`src/rtl/flash_seq_pkg.sv`:
```
package flash_seq_pkg;
  typedef enum logic [1:0] {
    OP_PROG       = 2'd0,
    OP_SECT_ERASE = 2'd1,
    OP_BLK_ERASE  = 2'd2,
    OP_CHIP_ERASE = 2'd3
  } op_e;

  typedef enum logic [2:0] {
    ST_IDLE,
    ST_RUN,
    ST_SWAIT,
    ST_SUSP,
    ST_SPROG
  } seq_st_e;
endpackage

```
`src/rtl/flash_seq_guard.sv`:
```
module flash_seq_guard
  import flash_seq_pkg::*;
#(
  parameter int SECT_W       = 9,
  parameter int SMALL_SECT   = 128,
  parameter int BLK_LG       = 4,
  parameter int PROT_SECT    = 4,
  parameter bit BOTTOM_SMALL = 1'b1,
  parameter int CNT_W        = 6,
  parameter int T_PROG       = 6,
  parameter int T_SERASE     = 30,
  parameter int T_BERASE     = 36,
  parameter int T_CERASE     = 50
) (
  input  op_e               op_i,
  input  logic [SECT_W-1:0] sect_i,
  input  logic              wp_ni,
  input  logic              in_susp_i,
  input  logic [SECT_W-1:0] susp_sect_i,
  input  logic              susp_blk_i,
  output logic              allow_o,
  output logic [1:0]        bank_o,
  output logic [SECT_W-1:0] target_o,
  output logic [CNT_W-1:0]  dur_o
);
  localparam int NSECT = 1 << SECT_W;
  localparam int SPLIT = BOTTOM_SMALL ? SMALL_SECT : NSECT - SMALL_SECT;
  localparam int PLO   = BOTTOM_SMALL ? 0 : NSECT - PROT_SECT;
  localparam int PHI   = BOTTOM_SMALL ? PROT_SECT - 1 : NSECT - 1;
  localparam logic [SECT_W-1:0] SPLIT_V = SECT_W'(SPLIT);
  localparam logic [SECT_W-1:0] PLO_V   = SECT_W'(PLO);
  localparam logic [SECT_W-1:0] PHI_V   = SECT_W'(PHI);

  logic [SECT_W-1:0] lo, hi;
  logic              prot, clash;

  always_comb begin
    if (op_i == OP_BLK_ERASE) begin
      lo = {sect_i[SECT_W-1:BLK_LG], {BLK_LG{1'b0}}};
      hi = {sect_i[SECT_W-1:BLK_LG], {BLK_LG{1'b1}}};
    end else begin
      lo = sect_i;
      hi = sect_i;
    end
    prot  = (op_i == OP_CHIP_ERASE) || ((lo <= PHI_V) && (hi >= PLO_V));
    clash = susp_blk_i ? (sect_i[SECT_W-1:BLK_LG] == susp_sect_i[SECT_W-1:BLK_LG])
                       : (sect_i == susp_sect_i);
    allow_o  = !(!wp_ni && prot) && (!in_susp_i || (op_i == OP_PROG && !clash));
    target_o = lo;
    if (op_i == OP_CHIP_ERASE) bank_o = 2'b11;
    else if (lo >= SPLIT_V)    bank_o = 2'b10;
    else                       bank_o = 2'b01;
    unique case (op_i)
      OP_PROG:       dur_o = CNT_W'(T_PROG);
      OP_SECT_ERASE: dur_o = CNT_W'(T_SERASE);
      OP_BLK_ERASE:  dur_o = CNT_W'(T_BERASE);
      default:       dur_o = CNT_W'(T_CERASE);
    endcase
  end
endmodule

```
`src/rtl/flash_seq_rstmon.sv`:
```
module flash_seq_rstmon #(
  parameter int T_RST_MIN = 3,
  parameter int T_RST_REC = 5
) (
  input  logic clk_i,
  input  logic rst_ni,
  input  logic pin_rst_ni,
  output logic abort_o,
  output logic rd_ok_o
);
  localparam int LW = $clog2(T_RST_MIN + 1);
  localparam int RW = $clog2(T_RST_REC + 1);
  localparam logic [LW-1:0] LOW_LAST = LW'(T_RST_MIN - 1);

  logic [LW-1:0] low_q;
  logic [RW-1:0] rec_q;
  logic          hold_q;

  assign abort_o = !pin_rst_ni && (low_q == LOW_LAST);
  assign rd_ok_o = !hold_q && (rec_q == '0);

  always_ff @(posedge clk_i or negedge rst_ni) begin
    if (!rst_ni) begin
      low_q  <= '0;
      rec_q  <= '0;
      hold_q <= 1'b0;
    end else begin
      if (pin_rst_ni)             low_q <= '0;
      else if (low_q != LOW_LAST) low_q <= low_q + 1'b1;

      if (abort_o) begin
        hold_q <= 1'b1;
        rec_q  <= '0;
      end else if (hold_q && pin_rst_ni) begin
        hold_q <= 1'b0;
        rec_q  <= RW'(T_RST_REC);
      end else if (rec_q != '0) begin
        rec_q <= rec_q - 1'b1;
      end
    end
  end
endmodule

```
`src/rtl/flash_seq_ctrl.sv`:
```
module flash_seq_ctrl
  import flash_seq_pkg::*;
#(
  parameter int SECT_W = 9,
  parameter int CNT_W  = 6,
  parameter int T_SUSP = 4,
  parameter int T_PROG = 6
) (
  input  logic              clk_i,
  input  logic              rst_ni,
  input  logic              abort_i,
  input  logic              rd_ok_i,
  input  logic              pin_rst_ni,
  input  logic              req_valid_i,
  input  op_e               req_op_i,
  input  logic              allow_i,
  input  logic [1:0]        bank_i,
  input  logic [SECT_W-1:0] target_i,
  input  logic [CNT_W-1:0]  dur_i,
  input  logic              susp_req_i,
  input  logic              resume_req_i,
  output logic              req_ready_o,
  output logic              in_susp_o,
  output logic [SECT_W-1:0] paused_sect_o,
  output logic              paused_blk_o,
  output logic [1:0]        bank_busy_o,
  output logic              ryby_o,
  output logic              done_o,
  output logic              susp_active_o,
  output logic [SECT_W-1:0] susp_sect_o,
  output logic              susp_blk_o
);
  localparam int WW = $clog2(T_SUSP + 1);

  seq_st_e           st_q;
  op_e               op_q;
  logic [1:0]        bank_q, pbank_q;
  logic [SECT_W-1:0] targ_q;
  logic [CNT_W-1:0]  rem_q, pcnt_q;
  logic [WW-1:0]     wcnt_q;
  logic              done_q;
  logic              accept, can_pause;

  assign req_ready_o = rd_ok_i && pin_rst_ni &&
                       ((st_q == ST_IDLE) || (st_q == ST_SUSP && !resume_req_i));
  assign accept      = req_valid_i && req_ready_o;
  assign can_pause   = (op_q == OP_SECT_ERASE) || (op_q == OP_BLK_ERASE);

  assign in_susp_o     = (st_q == ST_SUSP) || (st_q == ST_SPROG);
  assign paused_sect_o = targ_q;
  assign paused_blk_o  = (op_q == OP_BLK_ERASE);
  assign susp_active_o = in_susp_o;
  assign susp_sect_o   = in_susp_o ? targ_q : '0;
  assign susp_blk_o    = in_susp_o && (op_q == OP_BLK_ERASE);
  assign ryby_o        = (st_q == ST_IDLE) || (st_q == ST_SUSP);
  assign done_o        = done_q;

  always_comb begin
    unique case (st_q)
      ST_RUN, ST_SWAIT: bank_busy_o = bank_q;
      ST_SPROG:         bank_busy_o = pbank_q;
      default:          bank_busy_o = 2'b00;
    endcase
  end

  always_ff @(posedge clk_i or negedge rst_ni) begin
    if (!rst_ni) begin
      st_q    <= ST_IDLE;
      op_q    <= OP_PROG;
      bank_q  <= 2'b00;
      pbank_q <= 2'b00;
      targ_q  <= '0;
      rem_q   <= '0;
      pcnt_q  <= '0;
      wcnt_q  <= '0;
      done_q  <= 1'b0;
    end else if (abort_i) begin
      st_q   <= ST_IDLE;
      done_q <= 1'b0;
    end else begin
      done_q <= 1'b0;
      unique case (st_q)
        ST_IDLE: if (accept && allow_i) begin
          st_q   <= ST_RUN;
          rem_q  <= dur_i;
          op_q   <= req_op_i;
          bank_q <= bank_i;
          targ_q <= target_i;
        end
        ST_RUN: if (rem_q == CNT_W'(1)) begin
          st_q   <= ST_IDLE;
          done_q <= 1'b1;
        end else begin
          rem_q <= rem_q - 1'b1;
          if (susp_req_i && can_pause) begin
            st_q   <= ST_SWAIT;
            wcnt_q <= WW'(T_SUSP);
          end
        end
        ST_SWAIT: if (wcnt_q == WW'(1)) st_q <= ST_SUSP;
                  else wcnt_q <= wcnt_q - 1'b1;
        ST_SUSP: if (resume_req_i) begin
          st_q <= ST_RUN;
        end else if (accept && allow_i) begin
          st_q    <= ST_SPROG;
          pcnt_q  <= CNT_W'(T_PROG);
          pbank_q <= bank_i;
        end
        ST_SPROG: if (pcnt_q == CNT_W'(1)) begin
          st_q   <= ST_SUSP;
          done_q <= 1'b1;
        end else begin
          pcnt_q <= pcnt_q - 1'b1;
        end
        default: st_q <= ST_IDLE;
      endcase
    end
  end
endmodule

```
`src/rtl/flash_op_sequencer.sv`:
```
module flash_op_sequencer
  import flash_seq_pkg::*;
#(
  parameter int SECT_W       = 9,
  parameter int SMALL_SECT   = 128,
  parameter int BLK_LG       = 4,
  parameter int PROT_SECT    = 4,
  parameter bit BOTTOM_SMALL = 1'b1,
  parameter int T_PROG       = 6,
  parameter int T_SERASE     = 30,
  parameter int T_BERASE     = 36,
  parameter int T_CERASE     = 50,
  parameter int T_SUSP       = 4,
  parameter int T_RST_MIN    = 3,
  parameter int T_RST_REC    = 5
) (
  input  logic              clk_i,
  input  logic              rst_ni,
  input  logic              req_valid_i,
  output logic              req_ready_o,
  input  logic [1:0]        req_op_i,
  input  logic [SECT_W-1:0] req_sect_i,
  input  logic              susp_req_i,
  input  logic              resume_req_i,
  input  logic              wp_ni,
  input  logic              pin_rst_ni,
  output logic [1:0]        bank_busy_o,
  output logic              ryby_o,
  output logic              done_o,
  output logic              susp_active_o,
  output logic [SECT_W-1:0] susp_sect_o,
  output logic              susp_blk_o,
  output logic              rd_ok_o
);
  localparam int M1    = (T_PROG > T_SERASE) ? T_PROG : T_SERASE;
  localparam int M2    = (M1 > T_BERASE) ? M1 : T_BERASE;
  localparam int MAXD  = (M2 > T_CERASE) ? M2 : T_CERASE;
  localparam int CNT_W = $clog2(MAXD + 1);

  op_e               op;
  logic              abort, allow, in_susp, paused_blk;
  logic [1:0]        bank;
  logic [SECT_W-1:0] target, paused_sect;
  logic [CNT_W-1:0]  dur;

  assign op = op_e'(req_op_i);

  flash_seq_guard #(
    .SECT_W(SECT_W), .SMALL_SECT(SMALL_SECT), .BLK_LG(BLK_LG),
    .PROT_SECT(PROT_SECT), .BOTTOM_SMALL(BOTTOM_SMALL), .CNT_W(CNT_W),
    .T_PROG(T_PROG), .T_SERASE(T_SERASE), .T_BERASE(T_BERASE), .T_CERASE(T_CERASE)
  ) u_guard (
    .op_i(op), .sect_i(req_sect_i), .wp_ni(wp_ni), .in_susp_i(in_susp),
    .susp_sect_i(paused_sect), .susp_blk_i(paused_blk),
    .allow_o(allow), .bank_o(bank), .target_o(target), .dur_o(dur)
  );

  flash_seq_rstmon #(.T_RST_MIN(T_RST_MIN), .T_RST_REC(T_RST_REC)) u_rstmon (
    .clk_i(clk_i), .rst_ni(rst_ni), .pin_rst_ni(pin_rst_ni),
    .abort_o(abort), .rd_ok_o(rd_ok_o)
  );

  flash_seq_ctrl #(.SECT_W(SECT_W), .CNT_W(CNT_W), .T_SUSP(T_SUSP), .T_PROG(T_PROG)) u_ctrl (
    .clk_i(clk_i), .rst_ni(rst_ni), .abort_i(abort), .rd_ok_i(rd_ok_o),
    .pin_rst_ni(pin_rst_ni), .req_valid_i(req_valid_i), .req_op_i(op),
    .allow_i(allow), .bank_i(bank), .target_i(target), .dur_i(dur),
    .susp_req_i(susp_req_i), .resume_req_i(resume_req_i),
    .req_ready_o(req_ready_o), .in_susp_o(in_susp), .paused_sect_o(paused_sect),
    .paused_blk_o(paused_blk), .bank_busy_o(bank_busy_o), .ryby_o(ryby_o),
    .done_o(done_o), .susp_active_o(susp_active_o), .susp_sect_o(susp_sect_o),
    .susp_blk_o(susp_blk_o)
  );
endmodule

```
`config.mk`:
```
export PLATFORM = sky130hd
export DESIGN_NAME = flash_op_sequencer
export DESIGN_NICKNAME = d
export VERILOG_FILES = /design/src/rtl/flash_seq_pkg.sv /design/src/rtl/flash_seq_guard.sv /design/src/rtl/flash_seq_rstmon.sv /design/src/rtl/flash_seq_ctrl.sv /design/src/rtl/flash_op_sequencer.sv
export SDC_FILE = /design/constraint.sdc
export NUM_CORES = 1
export LEC_CHECK = 0
export ABC_AREA = 1
export BUFFER_PORTS_ARGS = -buffer_cell sky130_fd_sc_hd__buf_2
export CORE_MARGIN = 2
export CORE_UTILIZATION = 57
export DETAILED_ROUTE_END_ITERATION = 8
export GPL_ROUTABILITY_DRIVEN = 0
export PLACE_DENSITY = 0.83
export SYNTH_ARGS = -nofsm -noshare
export SYNTH_HDL_FRONTEND = slang
export SYNTH_SLANG_ARGS = --single-unit
export TNS_END_PERCENT = 20
```
`constraint.sdc`:
```
create_clock -name clk_i -period 4.48 [get_ports clk_i]
set_input_delay 0.224 -clock clk_i [delete_from_list [all_inputs] [get_ports clk_i]]
set_output_delay 0.224 -clock clk_i [all_outputs]
set_load 0.005 [all_outputs]
```
Word level (Yosys, flattened, before mapping) --
Index checks and enable logic that the tools add are counted.
Cells by class: add/subtract/negate cells 5, order comparisons 3, eq/ne operators 28, mux-type cells 39, bitwise gates (word level) 2, reductions and logical operators 44
Operators by type and width (count):
- $mux 3 | 14
- $mux 6 | 5
- $pmux 6 s2 | 2
- $pmux 6 s3 | 1
- $pmux 3 s5 | 1
- $reduce_and 5->1 | 3
- $logic_and 1x1->1 | 14
- $ne 2x2->1 const B | 7
- $eq 6x1->1 const B | 2
- $sub 6x1->6 const B | 2
- $reduce_bool 2->1 | 5
- $eq 9x9->1 | 1
- $ge 9x1->1 const B | 1
- $ge 9x8->1 const B | 1
- $le 9x2->1 const B | 1
- $mux 9 | 1
- $eq 2x2->1 const B | 4
- $mux 2 | 4
- $mux 4 | 2
- $reduce_and 4->1 | 2
- $logic_not 1->1 | 7
- $eq 3x1->1 const B | 2
- $eq 3x2->1 const B | 2
- $logic_not 3->1 | 2
- 20 further kinds | 35
Storage, ports and cells: register bits 40, bits of input ports 18, output and inout port bits 17, word-level logic and storage cells 133

Logic depth before layout (Yosys ltp) --
Gate-level depths: netlist (run 1).
depth after elaboration 13, depth in mapped cells 15, mapped depth without buffers 15

Cells and area by module --
From an unflattened synthesis (run 1), not the netlist that was laid out.
Second synthesis, totals: cell total of the unflattened synthesis 390, area, all modules 2737.6 um^2
Modules (own cells, without submodules):
- flash_seq_ctrl | times used 1, cells an instance 275, area an instance 2060.7 um^2, seq. area each 850.8 um^2
- flash_seq_guard | times used 1, cells an instance 74, area an instance 346.6 um^2, seq. area each 0.0 um^2
- flash_seq_rstmon | times used 1, cells an instance 41, area an instance 330.3 um^2, seq. area each 150.1 um^2

Worst setup path after synthesis (run 1) --
OpenSTA, ideal clock, no wires.
path type flip-flop to flip-flop, start register u_rstmon.rec_q[0], end register u_ctrl.rem_q[2], library setup time 0.117 ns, data arrival time 1.643 ns, required time 4.363 ns, slack 2.720 ns, stages on the path, launching flop included 12, buffers on the path 0, period minus slack after synthesis 1.760 ns, cell sequence dfrtp_1 > inv_1 > ha_1 > nand2_1 > nor2_1 > nand4_4 > nor2_4 > nand3_4 > nand2_4 > nand2_2 > nand2_1 > nand2_1
Between the ends: longest elaborated chain between the ends 8
Ends and longest elaborated chain:
- from (decl) | line flash_seq_rstmon.sv:16 | logic [RW-1:0] rec_q;
- from (signal assigned) | line flash_seq_rstmon.sv:36 | rec_q <= RW'(T_RST_REC);
- from (signal assigned) | line flash_seq_rstmon.sv:38 | rec_q <= rec_q - 1'b1;
- $logic_not 3->1 | line flash_seq_rstmon.sv:20 | assign rd_ok_o = !hold_q && (rec_q == '0);
- $logic_and 1x1->1 | line flash_seq_rstmon.sv:20
- named net rd_ok_o | line flash_op_sequencer.sv:33 | output logic rd_ok_o
- $logic_and 1x1->1 (2 in series) | line flash_seq_ctrl.sv:44 | assign req_ready_o = rd_ok_i && pin_rst_ni &&
- $logic_and 1x1->1 | line flash_seq_ctrl.sv:46 | assign accept = req_valid_i && req_ready_o;
- $logic_and 1x1->1 | line flash_seq_ctrl.sv:83 | ST_IDLE: if (accept && allow_i) begin
- $ne 2x2->1 (no source line)
- $reduce_and 4->1 (no source line)
- to (signal assigned) | line flash_seq_ctrl.sv:85 | rem_q <= dur_i;
- to (signal assigned) | line flash_seq_ctrl.sv:94 | rem_q <= rem_q - 1'b1;
- to (decl) | line flash_seq_ctrl.sv:39 | logic [CNT_W-1:0] rem_q, pcnt_q;
The timed path passes the listed nets, and every way through them passes these cells. A chain may end at the register's enable or synchronous reset.

Final worst setup path (run 1) --
start register u_ctrl.st_q[2], end output port bank_busy_o[1]
Between the ends: longest elaborated chain between the ends 3, elaborated cells between the ends (all ways) 5, those cells by class eq/ne: 3; mux: 1; reduce/logical: 1
Ends and longest elaborated chain:
- from (decl) | line flash_seq_ctrl.sv:35 | seq_st_e st_q;
- from (signal assigned) | line flash_seq_ctrl.sv:68 | st_q <= ST_IDLE;
- from (signal assigned) | line flash_seq_ctrl.sv:78 | st_q <= ST_IDLE;
- from (signal assigned) | line flash_seq_ctrl.sv:84 | st_q <= ST_RUN;
- $eq 3x1->1 / $eq 3x2->1 (equally long branches) | line flash_seq_ctrl.sv:59 | unique case (st_q)
- $reduce_or 2->1 | line flash_seq_ctrl.sv:59
- $pmux 2 s2 * | line flash_seq_ctrl.sv:59
- to (decl) | line flash_op_sequencer.sv:27 | output logic [1:0] bank_busy_o,
Mark *: on every way between the ends. The rest lies on a longest branch, timed or not.

==> impl_metrics.toml, run 1 <==
[outcome]
status = "complete, no violations"

[layout]
most-common-layout-cells = "sky130_fd_sc_hd__nand2_1 (96), sky130_fd_sc_hd__inv_1 (50), sky130_fd_sc_hd__nor2_1 (44)"
stdcell_count = 435
layout_commonest_cell = "sky130_fd_sc_hd__nand2_1"
syn2layout_area_growth_pct = 10.7
n_antenna_cell = 0
finalNetCount = 411
post_route_cells_drive_above_1_share_pct = 18.5

[power_and_ir_drop]
cellPowerDensity_mw_per_mm2 = 549
p_clk_share_pct = 14.6
fin_total_pwr_w = 0.00155
cell_internal_pwr_w = 0.000879
max-vdd-ir-drop_mv = 0.369
netsw_w = 0.000674
share_of_total_power_in_combinational_logic_pct = 48.1
power.leakage_nw = 1.55
power.switching_fraction_pct = 43.4
power.share.sequential_pct = 37.2

[clock_tree]
holdBufCountCts = 0
cts_post_setup_buffers_inserted = 0
clkLatencyLatePin_ns = 0.30
cts-root-to-sink-buffers = 2
cts_num_sinks = 40
clock_pin_transition_on_the_worst_setup_and_hold_timing_paths_ns = 0.08
cts_buffers = 5
tritoncts = "done"
cts-htree-levels = 2
cts_repair_resize_count = 0
cts_root_buf = "sky130_fd_sc_hd__clkbuf_8"

[routing]
routed_wire_length_per_instance_um = 12.0
drt.antenna.violating_nets = 0
detail_route.drc_violations = 0
drt_first_iter_violations = 120
routed-wl-met2_um = 2510
dr_total_vias = 2212
viasPerCell = 5.09
firstDrtPassIters = 4
wl_met3_um = 176
top_layer_used = "met4"
routed_wirelength_um = 5240
routedLengthMet1_um = 2460

[sta]
timing.final.setup_violations = 0
relSlewSlack_pct = 42.0
tns_ns = 0
grt_setup_unrepaired = "no"
finalCritPeriodShare_pct = 47.5
fin_crit_ns = 2.13
maxSlewViolCount = 0
clock_skew_ns = 0.0115
worst_pin_slew_ns = 0.870
fmax_ghz = 0.470
hold_viol = 0

[global_routing]
grt_pass1_vias = 2198
gr-total-overflow = 0
antenna_found_initial = 0
grt_pass1_wl_um = 9450
maximum_number_of_pins_on_one_net_before_global_route_repair = 41
track_usage_pct = 23.5

[synthesis]
post_synth.cell_area_avg_um2 = 7.39
synthesis.area_mm2 = 0.00256
netlist_top_cells_area = "sky130_fd_sc_hd__dfrtp_1 (39%), sky130_fd_sc_hd__nand2_1 (14%), sky130_fd_sc_hd__inv_1 (7.3%)"
syn_nets = 374
synth_area_leader_cell = "sky130_fd_sc_hd__dfrtp_1"
yosysUniqueCellTypes = 35
ys_seq_elements = 40
yosysWarningCount = 0
synth-seq-area-share_pct = 39.1
synthesis.instances = 346
synth_top_area_share_pct = 39.1

[flow_run]
max_cap_violations = 0

[worst_setup_path]
crit_path_max_incr_delay_ns = 0.43
timing.critical_path.to_type = "output port"
timing.critical_path.required_ns = 4.26
timing_worst_setup_path_type = "reg2out"
critical-path-top-cell-by-count = "sky130_fd_sc_hd__inv_1"
critical_path.cell_chain = "inv_1, nand3_1, nand2_1, inv_1, o21ai_0, buf_2"
path_delay_family = "simple AND/OR/NAND/NOR gates"
critical_path_arrival_ns = 1.90
critical_path.n_buffers_inverters = 3
critical_path_maximum_fanout = 13
timing.critical_path.from_type = "register"
slowest_stage = "sky130_fd_sc_hd__dfrtp_1"

[hold_path]
hold_path.class = "in2async"

[die]
initial_utilization_pct = 59.1
number_of_primary_i_o_pins = 35
y_dimension_of_the_die_um = 71.0
die_area_mm2 = 0.00504
placementRows = 24
placeableCoreArea_mm2 = 0.00432
chipWidth_um = 71.0

[place]
post-place-cells = 428
io_buffers = 34
dp_hpwl_um = 4070
==> cells by family (layout without fill, tap and decap cells) <==
| logic type | Yosys count | in the layout | share of synthesized area, % |
|---|---|---|---|
| xor+xnor | 9 | 9 | 3.08 |
| flops | 40 | 40 | 39.1 |
| buf+inv | 61 | 98 | 10.2 |
| fa+ha+maj | 10 | 10 | 4.89 |
| simple gates | 186 | 186 | 32.8 |
| compound gates | 40 | 40 | 9.88 |
==> state kept, by name, summed over array words and instances, names as in the netlist <==
register / cells
u_ctrl.paused_sect_o: 9
u_ctrl.pcnt_q: 6
u_ctrl.rem_q: 6
u_ctrl.st_q: 3
u_ctrl.wcnt_q: 3
u_rstmon.rec_q: 3
u_ctrl.bank_q: 2
u_ctrl.op_q: 2
u_ctrl.pbank_q: 2
u_rstmon.low_q: 2
u_ctrl.done_o: 1
u_rstmon.hold_q: 1
==> metal layers <==
layer | up-vias | GRT usage, %
met3 | 8 | 4.84
met1 | 1014 | 29.8
li1 | 1147 | -
met4 | 0 | 8.60
met5 | - | 0
met2 | 43 | 39.9
==> worst reg2reg max path, cell delays in order, from the launching register on <==
cell and delay (ns):
sky130_fd_sc_hd__dfrtp_1 0.38, sky130_fd_sc_hd__inv_1 0.10, sky130_fd_sc_hd__ha_1 0.19, sky130_fd_sc_hd__nand2_1 0.12, sky130_fd_sc_hd__nor2_1 0.27, sky130_fd_sc_hd__nand4_4 0.14
sky130_fd_sc_hd__nor2_4 0.16, sky130_fd_sc_hd__nand3_4 0.19, sky130_fd_sc_hd__nand2_4 0.15, sky130_fd_sc_hd__nand2_2 0.11, sky130_fd_sc_hd__nand2_1 0.08, sky130_fd_sc_hd__nand2_1 0.05
==> layout make-up <==
class,count,area [µm²]
Clock buffer,6,72.6
Clock inverter,1,5.00
Fill cell,378,1490
Inverter,57,221
Multi-Input combinational cell,245,1290
Sequential cell,40,1000
Tap cell,52,65.1
Timing Repair Buffer,34,170
==> power by group through the flow <==
| stage | Clock [W] | Combinational, W | Sequential (W) |
|---|---|---|---|
| floorplan | 0 | 0.000578 | 0.000561 |
| global placement | 0 | 0.000718 | 0.000577 |
| detailed placement | 0 | 0.000750 | 0.000581 |
| CTS | 0.000234 | 0.000753 | 0.000577 |
| global route | 0.000247 | 0.000870 | 0.000598 |
| finish | 0.000227 | 0.000748 | 0.000578 |
==> synthesized netlist by cell type (all sizes together) <==
cell type  instances
nor3               4
nand3             22
a221oi             1
nand4              5
xor2               4
ha                10
inv               56
xnor2              5
a22oi              1
a32o               1
buf                4
o31ai              3
a31oi              1
and3               1
nand2            105
o211ai             1
o21ai             22
a21oi             10
dfrtp             40
clkinv             1
nor2              49
==> final timing paths <==
path,slack [ns],to,cells after the start,from
setup reg to reg,2.43,u_ctrl.rem_q[2],11,u_rstmon.rec_q[0]
hold reg to reg,0.48,u_ctrl.rem_q[4],2,u_ctrl.rem_q[4]
setup / recovery,2.35,bank_busy_o[1],6,u_ctrl.st_q[2]
min in group clk_i,0.17,u_ctrl.paused_sect_o[6],3,req_sect_i[6]
hold / removal,0.04,u_ctrl.paused_sect_o[4],1,rst_ni
max in group asynchronous,3.89,u_ctrl.pcnt_q[4],1,rst_ni
==> stage by stage <==
stage,setup slack [ns],area (µm²),util [%],hold slack (ns)
2_1_floorplan,2.72,2560,-,-0.0716
3_3_place_gp,2.46,2750,63.7,0.384
3_5_place_dp,2.45,2750,63.7,0.392
4_1_cts,2.31,2830,65.5,0.0701
5_1_grt,2.15,2830,65.5,0.114
6_report,2.35,2830,65.5,0.0404
Power figures use the tool's default switching activity.
==> run 2, diff against run 1 <==
clock period = 2.2 ns   (was 4.48 ns; I/O delays follow)
==> impl_metrics.toml, run 2 (synthesis gave the netlist of run 1 again) <==
[clock_tree]
cts_buffers = 5
clock_pin_transition_on_the_worst_setup_and_hold_timing_paths_ns = 0.08
cts_root_buf = "sky130_fd_sc_hd__clkbuf_8"
cts-htree-levels = 2
cts-root-to-sink-buffers = 2
clkLatencyLatePin_ns = 0.29
tritoncts = "done"
cts_num_sinks = 40
cts_post_setup_buffers_inserted = 0

[power_and_ir_drop]
power.leakage_nw = 1.57
fin_total_pwr_w = 0.00316
cellPowerDensity_mw_per_mm2 = 1100
max-vdd-ir-drop_mv = 0.665

[worst_setup_path]
critical_path_maximum_fanout = 13
timing.critical_path.required_ns = 2.38
timing_worst_setup_path_type = "reg2reg"
critical_path_arrival_ns = 2.10
worst_r2r_startpoint = "u_rstmon.rec_q[0]"
timing.critical_path.from_type = "register"
worst_setup_path_startpoint = "u_rstmon.rec_q[0]"
timing.critical_path.to_type = "register"

[layout]
finalNetCount = 415
most-common-layout-cells = "sky130_fd_sc_hd__nand2_1 (96), sky130_fd_sc_hd__inv_1 (50), sky130_fd_sc_hd__nor2_1 (43)"
layout_commonest_cell = "sky130_fd_sc_hd__nand2_1"
n_antenna_cell = 0
flip_flop_count_of_the_largest_register_after_layout = 9
fin_util_pct = 66.3
syn2layout_area_growth_pct = 12.0
layout.cell_area.non_filler_mm2 = 0.00287
post_route_cells_drive_above_1_share_pct = 19.4

[die]
initial_utilization_pct = 59.1
y_dimension_of_the_die_um = 71.0
placeableCoreArea_mm2 = 0.00432
chipWidth_um = 71.0
die_area_mm2 = 0.00504
number_of_primary_i_o_pins = 35
placementRows = 24

[flow_run]
max_cap_violations = 0

[sta]
hold_viol = 0
fin_crit_ns = 1.92
relSlewSlack_pct = 40.7
tns_ns = 0
grt_setup_unrepaired = "no"
whs_ns = 0.0587
finalCritPeriodShare_pct = 87.5
fmax_ghz = 0.520
clock_skew_ns = 0.0141
worst_pin_slew_ns = 0.890
timing.final.setup_violations = 0
maxSlewViolCount = 0

[routing]
drt_first_iter_violations = 107
routed_wirelength_um = 5060
routed_wire_length_per_instance_um = 11.5
drt.antenna.violating_nets = 0
detail_route.drc_violations = 0
dr_total_vias = 2212
viasPerCell = 5.04
firstDrtPassIters = 4

[place]
placed_area_mm2 = 0.00278
dp_hpwl_um = 3940
io_buffers = 34

[global_routing]
grt_pass1_vias = 2104
gr-total-overflow = 0
grt_pass1_wl_um = 9030
track_usage_pct = 22.3
antenna_found_initial = 0
maximum_number_of_pins_on_one_net_before_global_route_repair = 41

[hold_path]
hold_path.class = "in2reg"
hold_start = "req_sect_i[6]"

[outcome]
status = "complete, no violations"
-- run 2: cell count changes in the layout (fill, tap and decap cells not counted), sizes merged --
cell,before,now
buf,34,37
dlygate4sd3,0,1
-- run 2: area by class of cell --
class / instances / area (µm²)
Clock buffer: 6 / 72.6
Clock inverter: 1 / 5.00
Fill cell: 370 / 1460
Inverter: 57 / 221
Multi-Input combinational cell: 245 / 1300
Sequential cell: 40 / 1000
Tap cell: 52 / 65.1
Timing Repair Buffer: 38 / 203
-- run 2: power breakdown --
group	switching, W	internal, W
registers	0.000181	0.000999
clock network	0.000237	0.000215
logic	0.000936	0.000592
total	0.00135	0.00181
-- run 2: worst max-delay path, cell delays in order, from the launching register on --
cell and delay, ns:
sky130_fd_sc_hd__dfrtp_1 0.37, sky130_fd_sc_hd__inv_1 0.09, sky130_fd_sc_hd__ha_1 0.20, sky130_fd_sc_hd__nand2_1 0.12, sky130_fd_sc_hd__nor2_2 0.20, sky130_fd_sc_hd__nand4_4 0.13, sky130_fd_sc_hd__nor2_4 0.16, sky130_fd_sc_hd__nand3_4 0.19
sky130_fd_sc_hd__nand2_4 0.14, sky130_fd_sc_hd__nand2_2 0.09, sky130_fd_sc_hd__nand2_1 0.07, sky130_fd_sc_hd__nand2_1 0.05
-- run 2: stage by stage --
stage          instances  setup WS, ns
3_5_place_dp         431         0.219
3_3_place_gp         431         0.301
2_1_floorplan        346         0.440
5_1_grt              439        0.0485
4_1_cts              439         0.198
6_report             439         0.275
-- run 2: worst paths after layout --
path	to	slack (ns)	cells past startpoint
max in group asynchronous	u_ctrl.rem_q[4]	1.15	2
min in group asynchronous	u_rstmon.rec_q[0]	0.47	2
min	u_ctrl.paused_sect_o[6]	0.06	3
max	u_ctrl.rem_q[4]	0.28	11
min reg2reg	u_ctrl.rem_q[5]	0.49	2
max reg2reg	u_ctrl.rem_q[4]	0.28	11
-- run 2: repair_timing --
action                                 CTS  global route
setup endpoints to repair                0             4
endpoints found under the hold margin   40             0
resized for setup                        0             1
hold buffers                             1             0
-- run 2: routing by layer --
layer / GRT usage, % / vias to the layer above / wire (µm)
met5: 0 / - / 0
met4: 8.18 / 0 / 72
met3: 4.99 / 7 / 160
met2: 35.9 / 31 / 2370
met1: 29.8 / 1010 / 2460
li1: - / 1164 / -
==> run 3, diff against run 2 <==
CORE_UTILIZATION = 50   (was 57)
PLACE_DENSITY = 0.71   (was 0.83)
==> impl_metrics.toml, run 3 (synthesis gave the netlist of run 1 again) <==
[place]
placed_area_mm2 = 0.00280
post-place-cells = 449
io_buffers = 34
dp_hpwl_um = 3930

[layout]
n_antenna_cell = 0
stdcell_count = 458
post_route_cells_drive_above_1_share_pct = 19.3
finalNetCount = 415
fillerInstances = 510
syn2layout_area_growth_pct = 13.2
most-common-layout-cells = "sky130_fd_sc_hd__nand2_1 (96), sky130_fd_sc_hd__inv_1 (50), sky130_fd_sc_hd__nor2_1 (43)"
fin_util_pct = 57.8
layout.cell_area.non_filler_mm2 = 0.00290
multi_input_area_mm2 = 0.00130
sequential_cell_area_mm2 = 0.00100
flip_flop_count_of_the_largest_register_after_layout = 9
layout_commonest_cell = "sky130_fd_sc_hd__nand2_1"

[clock_tree]
clock_pin_transition_on_the_worst_setup_and_hold_timing_paths_ns = 0.07
cts_post_setup_buffers_inserted = 0
tritoncts = "done"
cts_buffers = 5
cts-htree-levels = 2
cts-root-to-sink-buffers = 2
clkLatencyLatePin_ns = 0.29
cts_root_buf = "sky130_fd_sc_hd__clkbuf_8"
cts_num_sinks = 40

[global_routing]
gr-total-overflow = 0
maximum_number_of_pins_on_one_net_before_global_route_repair = 41
antenna_found_initial = 0
grt_pass1_vias = 2028
track_usage_pct = 20.4
grt_pass1_wl_um = 8820

[power_and_ir_drop]
max-vdd-ir-drop_mv = 0.596
cellPowerDensity_mw_per_mm2 = 1090
fin_total_pwr_w = 0.00316
power.leakage_nw = 1.57

[die]
placeableCoreArea_mm2 = 0.00501
die_area_mm2 = 0.00570
placementRows = 26
chipWidth_um = 75.5
y_dimension_of_the_die_um = 75.5
number_of_primary_i_o_pins = 35
initial_utilization_pct = 51.0

[routing]
dr_total_vias = 2170
routed_wire_length_per_instance_um = 11.0
routedLengthMet1_um = 2470
routed-wl-met2_um = 2280
detail_route.drc_violations = 0
routed_wirelength_um = 5030
wl_met3_um = 201
drt.antenna.violating_nets = 0
drt_first_iter_violations = 100
top_layer_used = "met4"
firstDrtPassIters = 4
viasPerCell = 4.74

[sta]
maxSlewViolCount = 0
finalCritPeriodShare_pct = 88.2
hold_viol = 0
grt_setup_unrepaired = "no"
worst_pin_slew_ns = 0.884
relSlewSlack_pct = 41.1
fin_crit_ns = 1.94
clock_skew_ns = 0.0102
timing.final.setup_violations = 0
fmax_ghz = 0.516
tns_ns = 0

[worst_setup_path]
crit_path_max_incr_delay_ns = 0.38
critical_path_maximum_fanout = 13
timing.critical_path.required_ns = 2.38
slowest_stage = "sky130_fd_sc_hd__dfrtp_1"
timing_worst_setup_path_type = "reg2reg"
worst-r2r-cell-count = 11
critical-path-top-cell-by-count = "sky130_fd_sc_hd__nand2_1"
critical_path_arrival_ns = 2.12
critical_path.n_buffers_inverters = 1
path_delay_family = "simple AND/OR/NAND/NOR gates"
timing.critical_path.from_type = "register"
critical_path.cell_chain = "inv_1, ha_1, nand2_1, nor2_2, nand4_4, nor2_4, nand3_4, nand2_4, nand2_2, nand2_1, nand2_1"
timing.critical_path.to_type = "register"
crit_cells = 11

[hold_path]
hold-path-cell-count = 3
hold_path.class = "in2reg"

[flow_run]
max_cap_violations = 0

[outcome]
status = "complete, no violations"
==> run 3: cell count changes in the layout (fill, tap and decap cells not counted), sizes merged <==
cell,previous run,this run
clkbuf,6,7
==> run 3: final timing paths <==
kind                       slack, ns                 endpoint               from
max reg2reg                     0.26          u_ctrl.rem_q[1]  u_rstmon.rec_q[0]
min in group asynchronous       0.47  u_ctrl.paused_sect_o[5]             rst_ni
min reg2reg                     0.49          u_ctrl.rem_q[5]    u_ctrl.rem_q[5]
min                             0.06  u_ctrl.paused_sect_o[6]      req_sect_i[6]
max                             0.26          u_ctrl.rem_q[1]  u_rstmon.rec_q[0]
max in group asynchronous       1.17  u_ctrl.paused_sect_o[8]             rst_ni
==> run 3: tightest hold or removal path, stage by stage <==
cell and delay [ns]:
sky130_fd_sc_hd__buf_2 0.11, sky130_fd_sc_hd__nand2_2 0.06, sky130_fd_sc_hd__o21ai_2 0.04
==> run 3: cell type report <==
cell class | instances | share of cell area, %
clock buffer | 7 | 2.64
clock inverter | 1 | 0.303
tap | 70 | 3.03
inverter | 57 | 7.65
multi-input combinational | 245 | 44.8
timing repair buffer | 38 | 7.00
sequential | 40 | 34.6
==> run 3: what timing repair did <==
item / 4_1_cts / 5_1_grt
endpoints found under the setup margin: 0 / 2
endpoints found under the hold margin: 40 / 0
gates resized for setup: 0 / 1
hold buffers: 1 / 0
==> run 3: through the flow <==
stage | setup slack (ns) | hold slack, ns
5_1_grt | 0.0429 | 0.0572
4_1_cts | 0.176 | 0.0472
3_5_place_dp | 0.204 | 0.286
2_1_floorplan | 0.440 | -0.186
3_3_place_gp | 0.243 | 0.283
6_report | 0.260 | 0.0585
==> run 3: report_power, final <==
part           internal (W)  leakage, nW  switching, W
Sequential         0.000999        0.498      0.000174
Clock              0.000226       0.0424      0.000246
Combinational      0.000593         1.03      0.000925
==> run 3: routing by layer <==
| layer | vias up | track usage [%] |
|---|---|---|
| met3 | 9 | 4.10 |
| met5 | - | 0 |
| li1 | 1163 | - |
| met4 | 0 | 7.41 |
| met1 | 961 | 26.9 |
| met2 | 37 | 33.5 |
